### config.mk
export PLATFORM = sky130hd
export DESIGN_NAME = cfgport_top
export DESIGN_NICKNAME = d
export VERILOG_FILES = /design/src/rtl/cfgport_pkg.sv /design/src/rtl/cfgport_decode.sv /design/src/rtl/cfgport_bank.sv /design/src/rtl/cfgport_ctl.sv /design/src/rtl/cfgport_top.sv
export SDC_FILE = /design/constraint.sdc
export NUM_CORES = 1
export LEC_CHECK = 0
export CAP_MARGIN = 20
export CORE_MARGIN = 2
export CORE_UTILIZATION = 60
export DETAILED_ROUTE_END_ITERATION = 8
export PLACE_DENSITY = 0.8
export SYNTH_ARGS = -nofsm -noshare
export SYNTH_HDL_FRONTEND = slang
export SYNTH_SLANG_ARGS = --single-unit
### constraint.sdc
create_clock -name clk -period 3.7 [get_ports clk]
set_input_delay 0.555 -clock clk [delete_from_list [all_inputs] [get_ports clk]]
set_output_delay 0.555 -clock clk [all_outputs]
set_load 0.02 [all_outputs]
### src/rtl/cfgport_pkg.sv
package cfgport_pkg;

  localparam int BYTE_W = 8;

  typedef struct packed {
    logic                live;
    logic [BYTE_W-1:0]   mask;
  } wmask_t;

  // Writable-bit mask for each register number; live=0 means writes are dropped.
  function automatic wmask_t reg_wmask(input logic [BYTE_W-1:0] idx);
    wmask_t m;
    m.live = 1'b1;
    case (idx)
      8'h00, 8'h04, 8'h1A,
      8'h0A, 8'h0B, 8'h0C, 8'h0D,
      8'h0E, 8'h0F, 8'h10, 8'h11: m.mask = 8'hFF;
      8'h01:                      m.mask = 8'hD3;
      8'h02:                      m.mask = 8'h7F;
      8'h03, 8'h06, 8'h07:        m.mask = 8'h1F;
      8'h05:                      m.mask = 8'hF3;
      8'h08:                      m.mask = 8'h0F;
      8'h09:                      m.mask = 8'h03;
      8'h12:                      m.mask = 8'hBB;
      8'h18:                      m.mask = 8'h77;
      8'h19:                      m.mask = 8'hFB;
      8'h1B:                      m.mask = 8'hEF;
      default: begin
        m.live = 1'b0;
        m.mask = 8'h00;
      end
    endcase
    return m;
  endfunction

  // Registers whose writes must trigger a timing re-evaluation.
  function automatic logic is_timing_reg(input logic [BYTE_W-1:0] idx);
    return (idx == 8'h01) || (idx == 8'h04) || (idx == 8'h1A);
  endfunction

endpackage

### src/rtl/cfgport_decode.sv
module cfgport_decode #(
  parameter int          ADDR_W    = 16,
  parameter logic [15:0] IDX_PORT  = 16'h00F2,
  parameter logic [15:0] DATA_PORT = 16'h00F3
) (
  input  logic [ADDR_W-1:0] io_addr,
  input  logic              io_wr,
  input  logic              io_rd,
  output logic              idx_wr,
  output logic              data_wr,
  output logic              idx_rd,
  output logic              data_rd
);
  logic at_idx, at_data;

  assign at_idx  = (io_addr == IDX_PORT[ADDR_W-1:0]);
  assign at_data = (io_addr == DATA_PORT[ADDR_W-1:0]);

  assign idx_wr  = io_wr & at_idx;
  assign data_wr = io_wr & at_data;
  assign idx_rd  = io_rd & at_idx;
  assign data_rd = io_rd & at_data;
endmodule

### src/rtl/cfgport_bank.sv
module cfgport_bank
  import cfgport_pkg::*;
#(
  parameter int NUM_REGS = 32
) (
  input  logic                             clk,
  input  logic                             rst_n,
  input  logic                             idx_wr,
  input  logic                             data_wr,
  input  logic [BYTE_W-1:0]                wdata,
  output logic [BYTE_W-1:0]                idx_q,
  output logic [NUM_REGS-1:0][BYTE_W-1:0]  bank_q,
  output logic [BYTE_W-1:0]                sel_byte
);
  localparam int IW = (NUM_REGS > 1) ? $clog2(NUM_REGS) : 1;

  always_ff @(posedge clk) begin
    if (!rst_n)      idx_q <= '0;
    else if (idx_wr) idx_q <= wdata;
  end

  for (genvar g = 0; g < NUM_REGS; g++) begin : g_reg
    localparam wmask_t WM = reg_wmask(BYTE_W'(g));
    if (WM.live) begin : g_live
      logic [BYTE_W-1:0] r_q;
      always_ff @(posedge clk) begin
        if (!rst_n)
          r_q <= '0;
        else if (data_wr && (idx_q == BYTE_W'(g)))
          r_q <= wdata & WM.mask;
      end
      assign bank_q[g] = r_q;
    end else begin : g_void
      assign bank_q[g] = '0;
    end
  end

  logic in_range;
  assign in_range = (int'(idx_q) < NUM_REGS);
  assign sel_byte = in_range ? bank_q[idx_q[IW-1:0]] : '0;
endmodule

### src/rtl/cfgport_ctl.sv
module cfgport_ctl
  import cfgport_pkg::*;
#(
  parameter int SHADOW_N = 5
) (
  input  logic              clk,
  input  logic              rst_n,
  input  logic              data_wr,
  input  logic [BYTE_W-1:0] idx_q,
  input  logic [BYTE_W-1:0] shadow_reg,
  input  logic [BYTE_W-1:0] cache_reg,
  input  logic [BYTE_W-1:0] icache_reg,
  output logic [SHADOW_N-1:0] shadow_en,
  output logic              shadow_wp,
  output logic              ext_cache_en,
  output logic              int_cache_en,
  output logic              ws_update
);
  assign shadow_en    = shadow_reg[SHADOW_N-1:0];
  assign shadow_wp    = shadow_reg[SHADOW_N];
  assign ext_cache_en = cache_reg[0];
  assign int_cache_en = ~icache_reg[6];

  always_ff @(posedge clk) begin
    if (!rst_n) ws_update <= 1'b0;
    else        ws_update <= data_wr & is_timing_reg(idx_q);
  end
endmodule

### src/rtl/cfgport_top.sv
module cfgport_top
  import cfgport_pkg::*;
#(
  parameter int          ADDR_W    = 16,
  parameter logic [15:0] IDX_PORT  = 16'h00F2,
  parameter logic [15:0] DATA_PORT = 16'h00F3,
  parameter int          NUM_REGS  = 32,
  parameter int          SHADOW_N  = 5
) (
  input  logic                clk,
  input  logic                rst_n,
  input  logic [ADDR_W-1:0]   io_addr,
  input  logic                io_wr,
  input  logic                io_rd,
  input  logic [7:0]          io_wdata,
  output logic [7:0]          io_rdata,
  output logic [SHADOW_N-1:0] shadow_en,
  output logic                shadow_wp,
  output logic                ext_cache_en,
  output logic                int_cache_en,
  output logic                ws_update
);
  localparam int SHADOW_REG = 8'h02;
  localparam int CACHE_REG  = 8'h04;
  localparam int ICACHE_REG = 8'h1A;

  logic idx_wr, data_wr, idx_rd, data_rd;
  logic [BYTE_W-1:0] idx_q, sel_byte;
  logic [NUM_REGS-1:0][BYTE_W-1:0] bank_q;

  cfgport_decode #(
    .ADDR_W(ADDR_W), .IDX_PORT(IDX_PORT), .DATA_PORT(DATA_PORT)
  ) u_dec (
    .io_addr(io_addr), .io_wr(io_wr), .io_rd(io_rd),
    .idx_wr(idx_wr), .data_wr(data_wr), .idx_rd(idx_rd), .data_rd(data_rd)
  );

  cfgport_bank #(.NUM_REGS(NUM_REGS)) u_bank (
    .clk(clk), .rst_n(rst_n), .idx_wr(idx_wr), .data_wr(data_wr),
    .wdata(io_wdata), .idx_q(idx_q), .bank_q(bank_q), .sel_byte(sel_byte)
  );

  cfgport_ctl #(.SHADOW_N(SHADOW_N)) u_ctl (
    .clk(clk), .rst_n(rst_n), .data_wr(data_wr), .idx_q(idx_q),
    .shadow_reg(bank_q[SHADOW_REG]), .cache_reg(bank_q[CACHE_REG]),
    .icache_reg(bank_q[ICACHE_REG]),
    .shadow_en(shadow_en), .shadow_wp(shadow_wp),
    .ext_cache_en(ext_cache_en), .int_cache_en(int_cache_en),
    .ws_update(ws_update)
  );

  always_comb begin
    if (idx_rd)       io_rdata = idx_q;
    else if (data_rd) io_rdata = sel_byte;
    else              io_rdata = '0;
  end
endmodule

### After elaboration in Yosys (flattened, before gate mapping)

Index checks and enable logic that the tools add are counted.
W data, S select, Z words.

| operators by class | value |
|---|---|
| $lt $le $gt $ge | 2 |
| equal/unequal tests | 24 |
| mux-type cells | 5 |
| bitwise gates (word level) | 6 |
| reduce and logical (&&, ||, !) cells | 26 |

Operator list:

| cell | number |
|---|---|
| $eq A8 B4 Y1 const B | 8 |
| $eq A8 B5 Y1 const B | 7 |
| $bmux W8 S5 | 1 |
| $eq A16 B8 Y1 const B | 2 |
| $eq A8 B3 Y1 const B | 4 |
| $mux W8 | 4 |
| $logic_and A1 B1 Y1 | 23 |
| $eq A8 B2 Y1 const B | 2 |
| $eq A8 B1 Y1 const B | 1 |
| $logic_not A8 Y1 | 1 |
| $lt A8 B6 Y1 const B | 1 |
| $lt A5 B6 Y1 const B | 1 |
| $and A1 B1 Y1 | 5 |
| $logic_or A1 B1 Y1 | 2 |
| $not A1 Y1 | 1 |

| storage, ports and cells | value |
|---|---|
| register bits | 162 |
| word-level logic and storage cells | 88 |

### Depth between registers and ports, before layout

| logic depth | value |
|---|---|
| depth in word-level cells | 5 |
| mapped depth | 8 |

### Modules after synthesis

From an unflattened synthesis, not the netlist that was laid out.

| second synthesis, totals | value |
|---|---|
| cell total of the unflattened synthesis | 855 |
| area, all modules | 8744.6 um^2 |

Modules (own cells, without submodules):

| module | times used | cells an instance | area each (um^2) | sequential area each (um^2) |
|---|---|---|---|---|
| cfgport_bank | 1 | 815 | 8438.1 | 3223.1 |
| cfgport_ctl | 1 | 16 | 121.4 | 20.0 |
| cfgport_top | 1 | 14 | 102.6 | 0.0 |
| cfgport_decode | 1 | 10 | 82.6 | 0.0 |

### Worst setup path before layout

No wires, ideal clock.

| path | value |
|---|---|
| path type | input port to output port |
| start point | in io_addr[13] |
| end point | out io_rdata[4] |
| arrival time | 2.473 ns |
| required time | 3.145 ns |
| slack | 0.672 ns |
| stages on the path | 5 |
| path buffers | 0 |
| cells stage by stage | or4_4 or3_1 nor4_4 a22oi_1 a31oi_1 |

| on the way | value |
|---|---|
| word-level cells in the longest chain between the ends | 4 |
| elaborated cells between the ends (all ways) | 6 |
| those cells by class | eq/ne: 2; mux: 2; bitwise: 2 |

RTL lines:

| element | line | text |
|---|---|---|
| start: declaration | cfgport_top.sv:12 | `input logic [ADDR_W-1:0] io_addr,` |
| $eq A16 B8 Y1 | cfgport_decode.sv:17 | `assign at_data = (io_addr == DATA_PORT[ADDR_W-1:0]);` |
| $and A1 B1 Y1 | cfgport_decode.sv:22 | `assign data_rd = io_rd & at_data;` |
| $mux W8 | cfgport_top.sv:54 | `else if (data_rd) io_rdata = sel_byte;` |
| $mux W8 * | cfgport_top.sv:53 | `if (idx_rd) io_rdata = idx_q;` |
| end: declaration | cfgport_top.sv:16 | `output logic [7:0] io_rdata,` |

Every way passes the cells marked *; elsewhere a longest branch is shown, timed or not.

### Final worst setup path

| path | value |
|---|---|
| start point | reg u_bank.idx_q[2] |
| end point | out io_rdata[2] |

| on the way | value |
|---|---|
| word-level cells in the longest chain between the ends | 5 |
| elaborated cells between the ends (all ways) | 6 |
| those cells by class | order compare: 1; mux: 5 |

RTL lines:

| element | line | text |
|---|---|---|
| start: declaration | cfgport_bank.sv:11 | `output logic [BYTE_W-1:0] idx_q,` |
| start signal: assignment | cfgport_bank.sv:19 | `else if (idx_wr) idx_q <= wdata;` |
| $bmux W8 S5 | cfgport_bank.sv:40 | `assign sel_byte = in_range ? bank_q[idx_q[IW-1:0]] : '0;` |
| $mux W8 (not written as such) | cfgport_bank.sv:40 |  |
| $mux W8 | cfgport_bank.sv:40 |  |
| $mux W8 | cfgport_top.sv:54 |  |
| $mux W8 * | cfgport_top.sv:53 |  |

Every way passes the cells marked *; elsewhere a longest branch is shown, timed or not. The select of a mux whose other input is x is not followed.

==> summary.log <==
INFO  sta            setup_viol=0
INFO  synthesis      yosys.area_share.xor_xnor=0
INFO  worst_hold_path hp-start=u_bank.g_reg[7].g_live.r_q[4]
INFO  critical_path  setup.worst_path.start_class=flop
INFO  synthesis      synth_top_family_by_area=multiplexers
INFO  global_route   gr-usage-all-layers=0.347
INFO  cts            cts_hold_buf=0
INFO  placed_design  half_perimeter_wire_length_after_detailed_placement=16.6mm
INFO  sta            final_report_max_slew_violation_count=0
INFO  critical_path  crit_fanout=14
INFO  critical_path  cp_num_buf_inv=1
INFO  synthesis      synth_sequential_area_ratio=0.410
INFO  global_route   grt_start_max_net_pins=73
INFO  sta            final_period_minus_worst_setup_slack=3.58ns
INFO  run_status     run_status=complete, no violations
INFO  critical_path  crit-reg2reg-capture=u_bank.g_reg[7].g_live.r_q[1]
INFO  critical_path  timing.setup.critical_path_class=flop to output pin
INFO  critical_path  regToRegSetupSlack=0.97ns
INFO  routing        detailedRoute.firstIterationViolations=766
INFO  finish         final_util=0.732
INFO  critical_path  r2r_start=u_bank.idx_q[0]
INFO  critical_path  worst-r2r-cell-count=7
INFO  synthesis      netlist-cell-type-count=56
INFO  synthesis      post_synth_instance_area=7910um2
INFO  synthesis      synth.area.mux_share=0.241
INFO  sta            remaining_max_slew_budget_at_the_tightest_pin=0.427
INFO  sta            finalSetupTns=0ns
INFO  global_route   gr-total-overflow=0
INFO  finish         antenna_cells=0
INFO  critical_path  cp.required=3.14ns
INFO  routing        post_drt_wl_per_cell=22.7um
INFO  die            floorplan.initialDensity=0.621
INFO  die            die-area=14100um2
INFO  routing        routed_length_on_met3=1.96mm
INFO  die            dieWidth=119um
INFO  finish         most-common-layout-cells=164 x sky130_fd_sc_hd__nand2_1, 159 x sky130_fd_sc_hd__dfxtp_1, 140 x sky130_fd_sc_hd__mux2i_1
INFO  power_and_ir_drop irDropWorstVdd=392uV
INFO  finish         synthToLayoutAreaGrowth=17.8%
INFO  sta            timing.final.hold_violations=0
INFO  finish         post_layout_nonfiller_instances=1053
INFO  cts            numClockSinks=162
INFO  routing        drt.antenna.violating_nets=0
INFO  synthesis      async_flop_share=0
INFO  global_route   grt_pass1_vias=6501
INFO  die            die_y=119um
INFO  finish         multi_input_comb_area=4340um2
INFO  placed_design  post_dp_cell_area=8700um2
INFO  worst_hold_path hold_depth=2
INFO  synthesis      post_synth_inst_count=825
INFO  synthesis      syn_area_per_cell=9.58um2
INFO  critical_path  slowest_delay=0.77ns
INFO  routing        vias_after_detailed_routing=6695
INFO  worst_hold_path hold_path_end=u_bank.g_reg[7].g_live.r_q[4]
INFO  critical_path  timing.critical_path.to_type=output pin
INFO  synthesis      synth_compound_area_frac=0.0919
INFO  die            placement_rows=41
INFO  cts            clkTransAtPathRegs=0.06ns
INFO  routing        wl_met1=9.87mm
INFO  sta            rsz0062_at_grt=no
INFO  finish         filler_cell_count=956
INFO  power_and_ir_drop power_density=398nW/um2
INFO  global_route   first_pass_grt_wire_length=37.3mm
INFO  synthesis      yosys_warning_total=0
INFO  critical_path  path_delay_family=compound AO/OA/AOI/OAI gates
INFO  cts            htree_num_levels=4
INFO  finish         finish.net_count=896
INFO  finish         seqCellArea=3250um2
INFO  synthesis      synth-adder-area-share=0
INFO  power_and_ir_drop power.static_leakage=3.39nW
INFO  synthesis      ys_ff_latch=162
INFO  routing        drt_pass1_iterations=8
INFO  critical_path  cp.arrival=3.02ns
INFO  routing        detail_route.vias_per_cell=6.36
INFO  sta            timing.clock.skew=0.0115ns
INFO  die            ioPinCount=45
INFO  placed_design  gp_congestion=0.987
INFO  cts            cts_tree=yes
INFO  cts            inserted_clock_buffers=17
INFO  cts            ctsLongestPathBuffers=2
INFO  placed_design  numPortBuffers=44
INFO  run            cap_violations=0
INFO  synthesis      synth.net_count=853
INFO  worst_hold_path timing.hold.worst.class=flop to flop
INFO  critical_path  timing.critical_path.slowest_stage_cell=sky130_fd_sc_hd__dfxtp_1
INFO  cts            cts_resized=10
INFO  routing        drt_wl_total=23.9mm
INFO  finish         postLayoutCellArea=9310um2
INFO  routing        detailed_route_wirelength_on_metal2=11.4mm
INFO  cts            postCtsSetupBuffers=0
INFO  sta            worst_slew_pin_slew=0.853ns
INFO  synthesis      ys_dominant_reg_cell=sky130_fd_sc_hd__dfxtp_1
INFO  finish         final_common_cell=sky130_fd_sc_hd__nand2_1
INFO  cts            cts-root-buf=sky130_fd_sc_hd__clkbuf_16
INFO  cts            worst_skew_pair.late_latency=0.44ns
INFO  sta            final_clock_period_utilization_by_the_worst_path=0.967
INFO  die            core-area=12700um2
INFO  global_route   antenna_found_initial=0
INFO  routing        detail_route.drc_violations=0
INFO  synthesis      post_synth_edffs=0
INFO  synthesis      synth_simple_gate_area_frac=0.213
INFO  finish         post_route_cells_drive_above_1_share=0.157
INFO  critical_path  cp_cell_sequence=nand2b_1, o311ai_0, a21oi_1, nand2_1, a32o_1, dlygate4sd2_1
INFO  sta            fmax=279MHz
INFO  placed_design  post-place-cells=1021
INFO  routing        routed.top_layer=met4
-- sequential cells by signal, summed over array words and instances (netlist names) --
signal               count
u_bank.g.g_live.r_q    153
u_bank.idx_q             8
u_ctl.ws_update          1
-- metrics by stage --
step / setup slack (ns) / power (mW) / hold slack (ns)
2_1_floorplan: 0.672 / 1.84 / 0.428
3_3_place_gp: -0.185 / 1.90 / 0.438
3_5_place_dp: -0.207 / 1.90 / 0.445
4_1_cts: 0.146 / 3.72 / 0.452
5_1_grt: 0.00396 / 3.80 / 0.477
6_report: 0.122 / 3.71 / 0.448
-- logic make-up after synthesis --
family	count (synthesis)
simple gates	318
compound gates	98
flops	162
mux	166
buf+inv	81
-- layer usage --
| layer | up-vias | track usage |
|---|---|---|
| met2 | 360 | 0.565 |
| li1 | 3012 | - |
| met4 | 0 | 0.125 |
| met1 | 3268 | 0.451 |
| met5 | - | 0 |
| met3 | 55 | 0.0811 |
-- cell type report --
type / instances / area share
sequential: 162 / 0.349
inverter: 7 / 0.00282
timing repair buffer: 98 / 0.0935
tap: 172 / 0.0231
clock buffer: 19 / 0.0476
multi-input combinational: 582 / 0.466
clock inverter: 13 / 0.0184
-- worst min-delay path: stages (launching register included) --
cell and delay, ns:
sky130_fd_sc_hd__dfxtp_1 0.31, sky130_fd_sc_hd__nand2_1 0.05, sky130_fd_sc_hd__a21boi_1 0.04
-- power by group --
| group | switching (mW) | leakage, nW | internal, mW |
|---|---|---|---|
| sequential | 0.00000319 | 1.31 | 1.74 |
| clock | 0.754 | 0.295 | 1.09 |
| combinational | 0.0790 | 1.79 | 0.0456 |
| total | 0.833 | 3.39 | 2.88 |
-- synthesized netlist by cell type, types with 4 or more instances --
cell,instances,area [um2]
sky130_fd_sc_hd__inv_1,7,26.3
sky130_fd_sc_hd__a31oi_1,4,25.0
sky130_fd_sc_hd__nand2b_1,6,37.5
sky130_fd_sc_hd__buf_4,6,45.0
sky130_fd_sc_hd__dfxtp_1,162,3240
sky130_fd_sc_hd__a32o_1,6,60.1
sky130_fd_sc_hd__clkbuf_1,49,184
sky130_fd_sc_hd__nor4_4,11,234
sky130_fd_sc_hd__a21boi_0,33,248
sky130_fd_sc_hd__nand2_1,164,616
sky130_fd_sc_hd__o21ai_0,6,30.0
sky130_fd_sc_hd__mux2_2,7,78.8
sky130_fd_sc_hd__o211ai_1,5,37.5
sky130_fd_sc_hd__buf_1,8,30.0
sky130_fd_sc_hd__nor2_1,16,60.1
sky130_fd_sc_hd__nor3_1,9,45.0
sky130_fd_sc_hd__or3_1,5,31.3
sky130_fd_sc_hd__a21oi_1,8,40.0
sky130_fd_sc_hd__mux4_2,19,428
sky130_fd_sc_hd__nor2b_1,22,138
sky130_fd_sc_hd__mux2i_1,140,1400
sky130_fd_sc_hd__a21boi_1,9,67.6
sky130_fd_sc_hd__buf_2,11,55.1
sky130_fd_sc_hd__nand3_1,55,275
-- how the worst max path moves through the flow --
stage	cells after the start	to	slack [ns]	start
floorplan	5	io_rdata[4]	0.67	io_addr[13]
global route	6	io_rdata[2]	0.004	u_bank.idx_q[2]
detailed placement	7	io_rdata[4]	-0.21	io_addr[13]
global placement	7	io_rdata[4]	-0.18	io_addr[13]
CTS	7	io_rdata[4]	0.15	io_addr[13]
finish	6	io_rdata[2]	0.12	u_bank.idx_q[2]
(Power assumes the default switching activity.)
